### src/rtl/regulator_wake_ctrl.sv
module regulator_wake_ctrl #(
  parameter int          BUS_TIMEOUT   = 2000,
  parameter int          PHASE_TIMEOUT = 500,
  parameter int          PRE_DUTY      = 48,
  parameter int          RAMP_STEP     = 8,
  parameter logic [7:0]  WAKE_CHAR     = 8'h80
) (
  input  logic       clk,
  input  logic       rst,
  input  logic       tick_ms,
  input  logic       rx_strobe,
  input  logic [7:0] rx_data,
  input  logic       msg_valid,
  input  logic       bus_active,
  input  logic       bus_fault,
  input  logic       ph_cutin,
  input  logic       ph_residual,
  input  logic       ph_low,
  output logic       field_en,
  output logic [7:0] duty_cmd,
  output logic       ramp_req,
  output logic [2:0] mode
);

  localparam int BW = $clog2(BUS_TIMEOUT + 1);
  localparam int PW = $clog2(PHASE_TIMEOUT + 1);
  localparam logic [7:0] RAMP_TOP = 8'(255 - RAMP_STEP);

  typedef enum logic [2:0] {
    S_SLEEP = 3'd0, S_AWAKE = 3'd1, S_PRE = 3'd2, S_RAMP = 3'd3, S_REG = 3'd4
  } st_t;

  st_t           st;
  logic          self_exc;
  logic [BW-1:0] bus_cnt;
  logic [PW-1:0] ph_cnt;
  logic [7:0]    duty;

  wire bus_exp  = bus_cnt == BW'(BUS_TIMEOUT);
  wire ph_exp   = ph_cnt == PW'(PHASE_TIMEOUT);
  wire wake_hit = bus_active | (rx_strobe & (rx_data == WAKE_CHAR));
  wire self_hit = bus_fault & ph_residual;
  wire go_sleep = (st != S_SLEEP) & ph_exp & (bus_exp | self_exc);

  always_ff @(posedge clk) begin
    if (rst) begin
      st       <= S_SLEEP;
      self_exc <= 1'b0;
      bus_cnt  <= '0;
      ph_cnt   <= '0;
      duty     <= '0;
    end else begin
      if (st == S_SLEEP) begin
        bus_cnt <= '0;
        ph_cnt  <= '0;
      end else begin
        if (msg_valid)               bus_cnt <= '0;
        else if (tick_ms && !bus_exp) bus_cnt <= bus_cnt + 1'b1;
        if (!ph_low)                 ph_cnt  <= '0;
        else if (tick_ms && !ph_exp)  ph_cnt  <= ph_cnt + 1'b1;
      end

      if (st == S_SLEEP) begin
        if (self_hit) begin
          st       <= S_PRE;
          self_exc <= 1'b1;
          duty     <= 8'(PRE_DUTY);
        end else if (wake_hit) begin
          st <= S_AWAKE;
        end
      end else if (go_sleep) begin
        st       <= S_SLEEP;
        self_exc <= 1'b0;
        duty     <= '0;
      end else begin
        if (msg_valid) self_exc <= 1'b0;
        case (st)
          S_AWAKE: begin
            if (msg_valid) begin
              st   <= S_PRE;
              duty <= 8'(PRE_DUTY);
            end else if (self_hit) begin
              st       <= S_PRE;
              self_exc <= 1'b1;
              duty     <= 8'(PRE_DUTY);
            end
          end
          S_PRE: if (ph_cutin) st <= S_RAMP;
          S_RAMP: begin
            if (tick_ms) begin
              if (duty >= RAMP_TOP) begin
                duty <= 8'hFF;
                st   <= S_REG;
              end else begin
                duty <= duty + 8'(RAMP_STEP);
              end
            end
          end
          default: ;
        endcase
      end
    end
  end

  assign field_en = (st == S_PRE) | (st == S_RAMP) | (st == S_REG);
  assign duty_cmd = duty;
  assign ramp_req = st == S_RAMP;
  assign mode     = st;

  a_r1_stay_asleep: assert property (@(posedge clk) disable iff (rst)
    (st == S_SLEEP && !wake_hit && !self_hit) |=> st == S_SLEEP);

  a_r2_field_off_idle: assert property (@(posedge clk) disable iff (rst)
    (st == S_SLEEP || st == S_AWAKE) |-> (!field_en && duty_cmd == 8'd0));

  a_r3_pre_duty: assert property (@(posedge clk) disable iff (rst)
    st == S_PRE |-> duty_cmd == 8'(PRE_DUTY));

  a_r4_ramp_rises: assert property (@(posedge clk) disable iff (rst)
    (st == S_RAMP) |=> (duty_cmd >= $past(duty_cmd)));

  a_r7_no_early_sleep: assert property (@(posedge clk) disable iff (rst)
    (st != S_SLEEP && !ph_exp) |=> st != S_SLEEP);

  a_r9_self_sleep: assert property (@(posedge clk) disable iff (rst)
    (st != S_SLEEP && self_exc && ph_exp) |=> st == S_SLEEP);

endmodule

### config.mk
export PLATFORM = sky130hd
export DESIGN_NAME = regulator_wake_ctrl
export DESIGN_NICKNAME = d
export VERILOG_FILES = /design/src/rtl/regulator_wake_ctrl.sv
export SDC_FILE = /design/constraint.sdc
export NUM_CORES = 1
export LEC_CHECK = 0
export ABC_AREA = 1
export ABC_CLOCK_PERIOD_IN_PS = 2060
export BUFFER_PORTS_ARGS = -buffer_cell sky130_fd_sc_hd__buf_4
export CAP_MARGIN = 20
export CORE_MARGIN = 2
export CORE_UTILIZATION = 52
export CTS_CLUSTER_DIAMETER = 80
export DETAILED_ROUTE_END_ITERATION = 8
export HOLD_SLACK_MARGIN = 0.1
export PLACE_DENSITY_LB_ADDON = 0.25
export SYNTH_ARGS = -nofsm -noshare
export SYNTH_HDL_FRONTEND = slang
export SYNTH_SLANG_ARGS = --single-unit
### constraint.sdc
create_clock -name clk -period 2.06 [get_ports clk]
set_input_delay 0.206 -clock clk [delete_from_list [all_inputs] [get_ports clk]]
set_output_delay 0.206 -clock clk [all_outputs]
set_load 0.01 [all_outputs]
======== Word level (Yosys, flattened, before mapping) ========
Cells that the tools add are included.
word-level totals
  word-level logic and storage cells ...... 67
  output and inout bits ................... 13
  input port bits ......................... 18
  register bits ........................... 32
cells by class
  $lt $le $gt $ge ......................... 1
  $add $sub $neg .......................... 3
  multiplexer cells ....................... 24
  equal/unequal tests ..................... 13
  reduce and logical (&&, ||, !) cells .... 12
  bitwise logic cells ..................... 9
operators by type and width
  kind                                                                     number
  8-bit 2-to-1 mux                                                         6
  3-bit 2-to-1 mux                                                         9
  8-bit case mux with 2 select lines                                       1
  11-bit by 1-bit adder with 11-bit output, second input constant          1
  11-bit == test, second input constant                                    1
  9-bit by 1-bit adder with 9-bit output, second input constant            1
  9-bit == test, second input constant                                     1
  3-bit case mux with 3 select lines                                       1
  8-bit by 4-bit adder with 8-bit output, second input constant            1
  8-bit == test, second input constant                                     1
  8-bit greater-or-equal comparator, second input constant                 1
  1-bit 2-to-1 mux                                                         7
  3-bit by 2-bit == test with 1-bit output, second input constant          2
  6-bit AND reduction                                                      1
  3-bit OR reduction                                                       2
  5-bit inequality test, second input constant                             1
  5-bit nonzero test                                                       1
  1-bit bitwise AND                                                        4
  4-bit by 1-bit inequality test with 1-bit output, second input constant  1
  4-bit by 2-bit inequality test with 1-bit output, second input constant  1
  4-bit inequality test, second input constant                             1
  1-bit bitwise OR                                                         4
  4-bit nonzero test                                                       1
  3-bit by 1-bit == test with 1-bit output, second input constant          1
  other kinds (9)                                                          11

======== Longest topological paths before layout ========
  depth after elaboration ................. 6
  depth in mapped cells ................... 13

======== Worst setup path after synthesis ========
OpenSTA, ideal clock, no wires.
  path type ............................... flip-flop to flip-flop
  start point ............................. register bus_cnt[0]
  end point ............................... register st[0], in the netlist mode[0]
  path slack .............................. 510 ps
  arrival time ............................ 1437 ps
  data required time ...................... 1947 ps
  stages on the path, launching flop included .. 14
  path through ............................ dfxtp_1 > inv_1 > ha_1 > nand2_1 > nor2_2 > nand3_4 > nand2_4 > nand2_4 > nand2_2 > nand2_1 > nor2_2 > nand3_1 > nand2_1 > nor2_1
between the ends
  word-level cells in the longest chain between the ends .. 5
  elaborated cells on any way between the ends .. 11
  classes of those cells .................. eq/ne (5); mux (2); bitwise (2); reduce/logical (2)
RTL lines
  what                                                               line  source
  from (decl)                                                        35    logic [BW-1:0] bus_cnt;
  from (signal assigned)                                             58    else if (tick_ms && !bus_exp) bus_cnt <= bus_cnt + 1'b1;
  11-bit == test (*)                                                 39    wire bus_exp = bus_cnt == BW'(BUS_TIMEOUT);
  1-bit bitwise OR (*)                                               43    wire go_sleep = (st != S_SLEEP) & ph_exp & (bus_exp | self_exc);
  1-bit bitwise AND (*)                                              43
  5-bit inequality test (no line), or another cell as far along      n/a
  6-bit AND reduction (no line) or 3-bit 2-to-1 mux (tied branches)  n/a
  to (signal assigned)                                               47    st <= S_SLEEP;
  to (signal assigned)                                               65    st <= S_PRE;
  to (signal assigned)                                               69    st <= S_AWAKE;
  to (decl)                                                          33    st_t st;
Mark *: on every way between the ends. The rest lies on a longest branch, timed or not.
A chain may end at the register's enable or synchronous reset.

======== Worst setup path in the final report ========
  start point ............................. register st[2], in the netlist mode[2]
  end point ............................... register st[1], in the netlist mode[1]
between the ends
  word-level cells in the longest chain between the ends .. 5
  elaborated cells on any way between the ends .. 17
  classes of those cells .................. eq/ne (8); mux (3); bitwise (2); reduce/logical (4)
RTL lines
  what                                                               line
  3-bit nonzero test                                                 43
  1-bit bitwise AND (2 in series)                                    43
  5-bit inequality test (no line), or another cell as far along      n/a
  6-bit AND reduction (no line) or 3-bit 2-to-1 mux (tied branches)  n/a
Several ways; a longest one is shown, not always the timed one.

==> flow_metrics.env <==
export IMPL_die_w_um=69.30
export IMPL_ys_types=40
export IMPL_synth_area_um2=2217
export IMPL_status="finished, final reports clean"
export IMPL_synth_main_ff_cell="dfxtp_1"
export IMPL_fin_nets=365
export IMPL_area_delta_synth_final_pct=17.04
export IMPL_antenna_found_initial=0
export IMPL_drv_cap=0
export IMPL_ant_nets=0
export IMPL_setup_violations=0
export IMPL_crit_required_ps=2280
export IMPL_synth_edff_count=0
export IMPL_clk_pin_slew_ps=70
export IMPL_yosysMostFrequentCell="nand2_1"
export IMPL_postRouteWirelength_um=4700
export IMPL_htreeDepth=2
export IMPL_core_um2=4058
export IMPL_final_core_util_pct=63.95
export IMPL_met1_usage_pct=25.31
export IMPL_grt_pass1_vias=1886
export IMPL_p_int_mw=1.606
export IMPL_synth_avg_cell_area_um2=7.198
export IMPL_fmax_mhz=557.0
export IMPL_synth_area_leaders="dfxtp_1 (29%), nand2_1 (9.5%), nor2_1 (5.8%), inv_1 (4.9%), o21ai_0 (4.3%)"
export IMPL_vias=2110
export IMPL_drc_errors=0
export IMPL_syn_nets=331
export IMPL_wl_per_cell_um=11.96
export IMPL_grt_max_degree=12
export IMPL_power_switching_mw=1.283
export IMPL_initial_core_util_pct=54.64
export IMPL_use_met2_pct=35.15
export IMPL_drt_initial_drc_count=135
export IMPL_dp_hpwl_um=3644
export IMPL_slew_violations=0
export IMPL_cts_hold_repair_buffers=0
export IMPL_yosysSeqAreaShare_pct=28.89
export IMPL_fp_dieArea_um2=4802
export IMPL_place_congestion=0.9585
export IMPL_worst_path_max_fanout=11
export IMPL_first_pass_iters=4
export IMPL_grt_util_all_layers_pct=20.87
export IMPL_top_usage_layer="met2"
export IMPL_rows=23
export IMPL_clock_root_buffer="clkbuf_8"
export IMPL_cts_tree="yes"
export IMPL_clock_skew_ps=4.791
export IMPL_critPathArrivalTime_ps=2020
export IMPL_power_leakage_nw=1.056
export IMPL_period_share_pct=87.15
export IMPL_pwr_share_clk_pct=20.7
export IMPL_rsz0062_at_grt="false"
export IMPL_post_cts_buffers=0
export IMPL_slew_headroom_pct=69.26
export IMPL_seqPwrFrac_pct=28.3
export IMPL_switching_share_pct=44.40
export IMPL_clk_latency_ps=290
export IMPL_cellPowerDensity_nw_per_um2=1113
export IMPL_crit_type="flop to flop"
export IMPL_cts_made_buffers=5
export IMPL_use_met3_pct=4.942
export IMPL_cts_resized=0
export IMPL_clock_sinks=32
export IMPL_grt_overflow_total=0
export IMPL_fin_ws_ps=264.7
export IMPL_synthArstFlopShare_pct=0
export IMPL_yosys_area_top_type="dfxtp_1"
export IMPL_finalCriticalPeriod_ps=1795
export IMPL_clk_path_buf_depth=2
export IMPL_cp_end_kind="flop"
export IMPL_io_pins=31
export IMPL_ir_drop_v=0.0008024
export IMPL_dp_slack_ps=274.4
export IMPL_crit_path_start_kind="flop"
export IMPL_pwr_share_comb_pct=51.0
export IMPL_ys_ff_latch=32
export IMPL_hold_viol=0
export IMPL_portBuffers=30
export IMPL_power_mw=2.889
export IMPL_yosysTopAreaCellShare_pct=28.89
export IMPL_synth_warnings=0
export IMPL_routed_via_density=5.369
export IMPL_synthTopCellsByCount="nand2_1 (56), nor2_1 (34), dfxtp_1 (32)"
export IMPL_die_y_um=69.30
export IMPL_drive_gt1_share_pct=27.70
export IMPL_worst_slew_pin_slew_ps=460.0
export IMPL_diodes=0
export IMPL_fillCellCount=372
export IMPL_synth_cells=308
export IMPL_dp_cells=385
export IMPL_grt_pass1_wl_um=8335
export IMPL_finalSetupTns_ps=0
export IMPL_fin_cells=393
export IMPL_hp_class="primary input to flop"
## sequential cells by signal, indices dropped and copies added (netlist names)
| signal | flops |
|---|---|
| duty_cmd | 8 |
| mode | 3 |
| ph_cnt | 9 |
| bus_cnt | 11 |
| self_exc | 1 |
## power groups by stage
stage	Sequential, mW	Combinational, mW	Clock [mW]
2_1_floorplan	0.826	1.15	0
6_report	0.817	1.47	0.598
3_3_place_gp	0.824	1.46	0
4_1_cts	0.813	1.49	0.617
3_5_place_dp	0.828	1.48	0
5_1_grt	0.830	1.65	0.642
## cell families after synthesis
family	Yosys count	synth area share, %
adder cells (fa/ha/maj)	5	2.822
buffers and inverters	45	8.973
AND/OR/NAND/NOR	160	40.86
XOR/XNOR	6	2.370
flip-flops	32	28.89
AO/OA/AOI/OAI	60	16.08
## area by class of cell
type / instances / area, µm² / area share (%)
Multi-Input combinational cell: 231 / 1378 / 53.09
Sequential cell: 32 / 640.6 / 24.69
Timing Repair Buffer: 31 / 232.7 / 8.968
Inverter: 41 / 173.9 / 6.702
Clock buffer: 6 / 72.57 / 2.797
Tap cell: 50 / 62.56 / 2.411
Clock inverter: 2 / 35.03 / 1.350
## layout by cell type, fill, tap and decap left out, types with 5 or more instances in the layout
| cell | n |
|---|---|
| dfxtp_1 | 32 |
| nand2_2 | 6 |
| nor3_1 | 9 |
| xor2_1 | 6 |
| nor2_2 | 5 |
| ha_1 | 5 |
| nand2_4 | 7 |
| nor2_4 | 8 |
| nand3_1 | 18 |
| o21ai_0 | 19 |
| clkbuf_8 | 5 |
| a21oi_1 | 18 |
| inv_2 | 9 |
| nand2_1 | 56 |
| nor2_1 | 34 |
| inv_1 | 29 |
| buf_4 | 31 |
## metrics by stage
| step | area (µm²) | hold slack [ps] |
|---|---|---|
| after floorplan | 2217 | 370.0 |
| after detailed placement | 2487 | 461.7 |
| final | 2595 | 176.1 |
| after CTS | 2595 | 170.9 |
| after global placement | 2487 | 454.7 |
| after global routing | 2595 | 171.1 |
## critical path, stage by stage (launching register included)
cell     delay, ps
dfxtp_1        350
inv_2          120
nand2_4         80
nor2_4         370
nor2_4          80
nand2_4        180
nand2_4         90
nor2_2         180
nor2_2          70
nand3_1         70
nand2_1         50
nor2_1          90
## path summary, 6_finish.rpt
check,from,to,slack [ps],depth (start not counted)
max,mode[2],mode[1],260,11
min reg2reg,bus_cnt[10],bus_cnt[10],470,2
min,rst,duty_cmd[0],180,2
max reg2reg,mode[2],mode[1],260,11
## routing by layer
metal	wire length [µm]	share of wire, %
met5	0	0
met1	2079	44
met2	2291	49
met3	214	4.6
met4	116	2.5
Power figures use the tool's default switching activity.
